$ cat src/rtl/brk_pkg.sv
package brk_pkg;
    localparam int ASID_W = 8;
    localparam int ADDR_W = 32;
    localparam int DATA_W = 32;
    localparam int SIZE_W = 2;

    typedef struct packed {
        logic              vld;
        logic [ASID_W-1:0] asid;
        logic [ADDR_W-1:0] addr;
        logic [DATA_W-1:0] data;
        logic              fetch;
        logic              wr;
        logic [SIZE_W-1:0] size;
    } bus_t;

    typedef enum logic {
        ST_IDLE,
        ST_ARMED
    } seq_st_e;
endpackage

$ cat src/rtl/brk_bus_sel.sv
module brk_bus_sel #(
    parameter int NBUS  = 4,
    parameter int SEL_W = $clog2(NBUS)
) (
    input  logic [NBUS-1:0]                 bus_vld,
    input  logic [NBUS*brk_pkg::ASID_W-1:0] bus_asid,
    input  logic [NBUS*brk_pkg::ADDR_W-1:0] bus_addr,
    input  logic [NBUS*brk_pkg::DATA_W-1:0] bus_data,
    input  logic [NBUS-1:0]                 bus_fetch,
    input  logic [NBUS-1:0]                 bus_wr,
    input  logic [NBUS*brk_pkg::SIZE_W-1:0] bus_size,
    input  logic [SEL_W-1:0]                sel,
    output brk_pkg::bus_t                   picked
);
    import brk_pkg::*;

    bus_t lanes [NBUS];

    for (genvar i = 0; i < NBUS; i++) begin : g_lane
        assign lanes[i].vld   = bus_vld[i];
        assign lanes[i].asid  = bus_asid[i*ASID_W +: ASID_W];
        assign lanes[i].addr  = bus_addr[i*ADDR_W +: ADDR_W];
        assign lanes[i].data  = bus_data[i*DATA_W +: DATA_W];
        assign lanes[i].fetch = bus_fetch[i];
        assign lanes[i].wr    = bus_wr[i];
        assign lanes[i].size  = bus_size[i*SIZE_W +: SIZE_W];
    end

    assign picked = lanes[sel];
endmodule

$ cat src/rtl/brk_chan_cmp.sv
module brk_chan_cmp #(
    parameter bit HAS_DATA = 1'b0
) (
    input  brk_pkg::bus_t                 cyc,
    input  logic [brk_pkg::ASID_W-1:0]    cfg_asid,
    input  logic                          cfg_asid_en,
    input  logic [brk_pkg::ADDR_W-1:0]    cfg_addr,
    input  logic [brk_pkg::ADDR_W-1:0]    cfg_addr_mask,
    input  logic [1:0]                    cfg_type,
    input  logic [1:0]                    cfg_dir,
    input  logic [1:0]                    cfg_size,
    input  logic [brk_pkg::DATA_W-1:0]    cfg_data,
    input  logic [brk_pkg::DATA_W-1:0]    cfg_data_mask,
    output logic                          hit
);
    logic asid_ok, addr_ok, type_ok, dir_ok, size_ok, data_eq, data_ok;

    assign asid_ok = !cfg_asid_en || (cyc.asid == cfg_asid);
    assign addr_ok = ((cyc.addr ^ cfg_addr) & ~cfg_addr_mask) == '0;
    assign data_eq = ((cyc.data ^ cfg_data) & ~cfg_data_mask) == '0;

    always_comb begin
        unique case (cfg_type)
            2'd1:    type_ok = cyc.fetch;
            2'd2:    type_ok = !cyc.fetch;
            default: type_ok = 1'b1;
        endcase
        unique case (cfg_dir)
            2'd1:    dir_ok = !cyc.wr;
            2'd2:    dir_ok = cyc.wr;
            default: dir_ok = 1'b1;
        endcase
        size_ok = (cfg_size == 2'd0) || (cyc.size == (cfg_size - 2'd1));
    end

    if (HAS_DATA) begin : g_data
        assign data_ok = data_eq;
    end else begin : g_nodata
        assign data_ok = 1'b1;
    end

    assign hit = cyc.vld && asid_ok && addr_ok && type_ok && dir_ok && size_ok && data_ok;
endmodule

$ cat src/rtl/brk_seq_fsm.sv
module brk_seq_fsm (
    input  logic clk,
    input  logic rst_n,
    input  logic hit_a,
    input  logic hit_b,
    input  logic seq_mode,
    input  logic brk_en,
    input  logic clr,
    output logic brk_req
);
    import brk_pkg::*;

    seq_st_e state, state_nx;
    logic    fire;

    always_comb begin
        state_nx = state;
        unique case (state)
            ST_IDLE:  if (seq_mode && hit_a) state_nx = ST_ARMED;
            ST_ARMED: if (!seq_mode || (hit_b && !hit_a && brk_en)) state_nx = ST_IDLE;
        endcase
        if (clr) state_nx = ST_IDLE;
    end

    assign fire = brk_en && !clr &&
                  (seq_mode ? (state == ST_ARMED && hit_b && !hit_a) : (hit_a || hit_b));

    always_ff @(posedge clk or negedge rst_n) begin
        if (!rst_n) state <= ST_IDLE;
        else        state <= state_nx;
    end

    always_ff @(posedge clk or negedge rst_n) begin
        if (!rst_n) brk_req <= 1'b0;
        else        brk_req <= fire;
    end
endmodule

$ cat src/rtl/brk_cmp_top.sv
module brk_cmp_top #(
    parameter int NBUS  = 4,
    parameter int SEL_W = $clog2(NBUS)
) (
    input  logic                            clk,
    input  logic                            rst_n,
    input  logic [NBUS-1:0]                 bus_vld,
    input  logic [NBUS*brk_pkg::ASID_W-1:0] bus_asid,
    input  logic [NBUS*brk_pkg::ADDR_W-1:0] bus_addr,
    input  logic [NBUS*brk_pkg::DATA_W-1:0] bus_data,
    input  logic [NBUS-1:0]                 bus_fetch,
    input  logic [NBUS-1:0]                 bus_wr,
    input  logic [NBUS*brk_pkg::SIZE_W-1:0] bus_size,
    input  logic [SEL_W-1:0]                a_bus_sel,
    input  logic [brk_pkg::ASID_W-1:0]      a_asid,
    input  logic                            a_asid_en,
    input  logic [brk_pkg::ADDR_W-1:0]      a_addr,
    input  logic [brk_pkg::ADDR_W-1:0]      a_addr_mask,
    input  logic [1:0]                      a_type_sel,
    input  logic [1:0]                      a_dir_sel,
    input  logic [1:0]                      a_size_sel,
    input  logic [SEL_W-1:0]                b_bus_sel,
    input  logic [brk_pkg::ASID_W-1:0]      b_asid,
    input  logic                            b_asid_en,
    input  logic [brk_pkg::ADDR_W-1:0]      b_addr,
    input  logic [brk_pkg::ADDR_W-1:0]      b_addr_mask,
    input  logic [1:0]                      b_type_sel,
    input  logic [1:0]                      b_dir_sel,
    input  logic [1:0]                      b_size_sel,
    input  logic [brk_pkg::DATA_W-1:0]      b_data,
    input  logic [brk_pkg::DATA_W-1:0]      b_data_mask,
    input  logic                            seq_mode,
    input  logic                            brk_en,
    input  logic                            clr,
    output logic                            brk_req,
    output logic                            match_a,
    output logic                            match_b
);
    import brk_pkg::*;

    bus_t cyc_a, cyc_b;
    logic hit_a, hit_b;

    brk_bus_sel #(.NBUS(NBUS), .SEL_W(SEL_W)) u_sel_a (
        .bus_vld(bus_vld), .bus_asid(bus_asid), .bus_addr(bus_addr), .bus_data(bus_data),
        .bus_fetch(bus_fetch), .bus_wr(bus_wr), .bus_size(bus_size),
        .sel(a_bus_sel), .picked(cyc_a)
    );

    brk_bus_sel #(.NBUS(NBUS), .SEL_W(SEL_W)) u_sel_b (
        .bus_vld(bus_vld), .bus_asid(bus_asid), .bus_addr(bus_addr), .bus_data(bus_data),
        .bus_fetch(bus_fetch), .bus_wr(bus_wr), .bus_size(bus_size),
        .sel(b_bus_sel), .picked(cyc_b)
    );

    brk_chan_cmp #(.HAS_DATA(1'b0)) u_cmp_a (
        .cyc(cyc_a), .cfg_asid(a_asid), .cfg_asid_en(a_asid_en),
        .cfg_addr(a_addr), .cfg_addr_mask(a_addr_mask),
        .cfg_type(a_type_sel), .cfg_dir(a_dir_sel), .cfg_size(a_size_sel),
        .cfg_data('0), .cfg_data_mask('1), .hit(hit_a)
    );

    brk_chan_cmp #(.HAS_DATA(1'b1)) u_cmp_b (
        .cyc(cyc_b), .cfg_asid(b_asid), .cfg_asid_en(b_asid_en),
        .cfg_addr(b_addr), .cfg_addr_mask(b_addr_mask),
        .cfg_type(b_type_sel), .cfg_dir(b_dir_sel), .cfg_size(b_size_sel),
        .cfg_data(b_data), .cfg_data_mask(b_data_mask), .hit(hit_b)
    );

    brk_seq_fsm u_seq (
        .clk(clk), .rst_n(rst_n), .hit_a(hit_a), .hit_b(hit_b),
        .seq_mode(seq_mode), .brk_en(brk_en), .clr(clr), .brk_req(brk_req)
    );

    always_ff @(posedge clk or negedge rst_n) begin
        if (!rst_n) begin
            match_a <= 1'b0;
            match_b <= 1'b0;
        end else if (clr) begin
            match_a <= 1'b0;
            match_b <= 1'b0;
        end else begin
            match_a <= match_a | hit_a;
            match_b <= match_b | hit_b;
        end
    end
endmodule

$ cat config.mk
export PLATFORM = sky130hd
export DESIGN_NAME = brk_cmp_top
export DESIGN_NICKNAME = d
export VERILOG_FILES = /design/src/rtl/brk_pkg.sv /design/src/rtl/brk_bus_sel.sv /design/src/rtl/brk_chan_cmp.sv /design/src/rtl/brk_seq_fsm.sv /design/src/rtl/brk_cmp_top.sv
export SDC_FILE = /design/constraint.sdc
export NUM_CORES = 1
export LEC_CHECK = 0
export BUFFER_PORTS_ARGS = -buffer_cell sky130_fd_sc_hd__buf_4
export CAP_MARGIN = 10
export CORE_AREA = 10 10 204 206
export DETAILED_ROUTE_END_ITERATION = 8
export DIE_AREA = 0 0 214 216
export SLEW_MARGIN = 20
export SYNTH_ARGS = -nofsm -noshare
export SYNTH_HDL_FRONTEND = slang
export SYNTH_HIERARCHICAL = 1
export SYNTH_SLANG_ARGS = --single-unit
export TNS_END_PERCENT = 100
$ cat constraint.sdc
create_clock -name clk -period 1.6 [get_ports clk]
set_input_delay 0.32 -clock clk [delete_from_list [all_inputs] [get_ports clk]]
set_output_delay 0.32 -clock clk [all_outputs]
set_load 0.005 [all_outputs]
==> results.toml <==
[status]
status = "finished, violations left"
violations = "negative setup slack"

[place]
placed_cell_area_sq_mm = 0.0101
port_buffers = 541
dp_cells = 1494
place_congestion = 0.915
dp_hpwl_mm = 37.6
post-place-ws_ns = -1.93

[cts]
htreeDepth = 1
clk_pin_slew_worst_paths_ns = 0.03
clkSinkCount = 4
cts_made_buffers = 3
root_buffer = "clkbuf_16"
clock_latency_ns = 0.22
cts_tree = "done"
cts_buffer_depth = 2

[grt]
antenna_found_initial = 5
grt_first_pass_wirelength_mm = 55.6
overflow = 0
grt_pass1_vias = 7384
grt_start_max_net_pins = 24
grt.busiest_layer = "met2"
met3_usage = 0.0488
track_usage = 0.167
use_met2 = 0.305
grtUsageMet1 = 0.194

[min_path]
min_path_type = "in2reg"
hold_depth = 2
hold_path_end = "u_seq/brk_req$_DFF_PN0_"
min_from = "seq_mode"

[route]
drc = 0
drtIter0Drc = 365
final_antenna_net_count = 0
routed_via_density = 4.22
vias = 6423
drtPass1Iterations = 5
routed_wirelength_mm = 41.2
wl_per_cell_um = 27.1

[timing]
max-slew-margin-rel = 0.545
rsz0062_at_grt = "true"
fin_tns_setup_ns = -4.26
tightest_slew_ns = 0.682
fmax_mhz = 356
final.period_utilization = 1.76
whs_ns = 0.283
post-route-worst-setup-slack_ns = -1.21
skew_ns = 0.00245
setup_violations = 4
post-route-min-period_ns = 2.81
final_hold_viol_count = 0
drv_slew = 0

[run]
drv_cap = 0

[floorplanning]
core_area_sq_mm = 0.0374
dieArea_sq_mm = 0.0462
fp-row-count = 71
die_y_um = 216
io_pins = 542
start_util = 0.133
fp.dieW_um = 214

[finish]
fin_area_sq_mm = 0.0110
final-seq-area_sq_um = 100
fin_nets = 1560
multi_input_comb_area_sq_mm = 0.00496
final_cell_mix = "buf_4, mux4_2, xnor2_1"
final_cells = 1521
syn_to_final_growth_pct = 121
drive_above_1_share = 0.818
mostFrequentLayoutCell = "buf_4"
final_util = 0.294
fill_cells = 3878

[setup_path]
worst_r2r_path_depth = 2
crit_family = "simple AND/OR/NAND/NOR gates"
crit_path_end_kind = "flop"
r2r-end = "u_seq/brk_req$_DFF_PN0_"
ff2ff_setup_slack_ns = 0.68
crit_buf_inv = 3
crit_path_max_incr_delay_ns = 0.56
cp_slowest_cell = "or4_4"
path_class = "in2reg"
cp_max_fo = 7
rr_startpoint = "u_seq/state$_DFF_PN0_"
crit_required_ns = 1.71
start_kind = "primary input"
cp_data_arrival_time_ns = 2.92
cp_cell_sequence = "buf_16, buf_12, buf_16, mux4_2, xnor2_2, o22ai_4, nor2_1, nand4_1, or4_4, nor3_4, a21boi_1, o211a_1"
cp_common_cell = "buf_16"

[pwr]
ir_worst_vdd_mv = 0.264
total_power_mw = 4.02
p_per_area_mw_per_mm2 = 365
p_leak_nw = 4.90

[yosys]
postSynthCellCount = 398
syn_area_sq_mm = 0.00497
yosys_warnings = 6
synth_fp_nets = 947
synth_area_per_cell_sq_um = 12.5
[sequential cells by signal, indices dropped and copies added, names as in the netlist]
register       cells
u_seq/state        1
u_seq/brk_req      1
match_a            1
match_b            1
[where the power goes]
group | switching, mW | internal (mW) | total, mW
combinational | 1.35 | 2.17 | 3.52
sequential | 0.000000465 | 0.102 | 0.102
clock | 0.0724 | 0.320 | 0.392
[worst max path at each step]
stage | startpoint | end | slack [ns] | depth (start not counted)
6_report | b_bus_sel[0] | u_seq/state$_DFF_PN0_ | -1.21 | 12
5_1_grt | b_bus_sel[0] | u_seq/brk_req$_DFF_PN0_ | -1.40 | 12
4_1_cts | b_bus_sel[0] | u_seq/state$_DFF_PN0_ | -1.19 | 12
3_5_place_dp | b_bus_sel[0] | u_seq/brk_req$_DFF_PN0_ | -1.93 | 11
3_3_place_gp | b_bus_sel[0] | u_seq/brk_req$_DFF_PN0_ | -1.91 | 11
2_1_floorplan | b_bus_sel[0] | u_seq/brk_req$_DFF_PN0_ | -1.16 | 12
[per-layer routing]
metal	vias up	routed length, um
li1	2900	-
met1	3156	16200
met2	337	21500
met3	22	3210
met4	8	342
met5	-	41
[final cells by class]
class,instances,share of cell area
tap,511,0.0581
multi-input combinational,350,0.451
antenna,1,0.000227
sequential,4,0.00910
clock buffer,3,0.00682
inverter,14,0.00477
timing repair buffer,638,0.470
[what timing repair did]
action                     in CTS  in global routing
hold endpoints to repair        4                  0
pin swaps                      40                 12
setup buffers                  16                  1
gates resized for setup        72                 17
hold buffers                    1                  0
setup endpoints to repair       4                  4
gates cloned                    6                  0
Note: power is estimated with default switching activity, not from simulation.
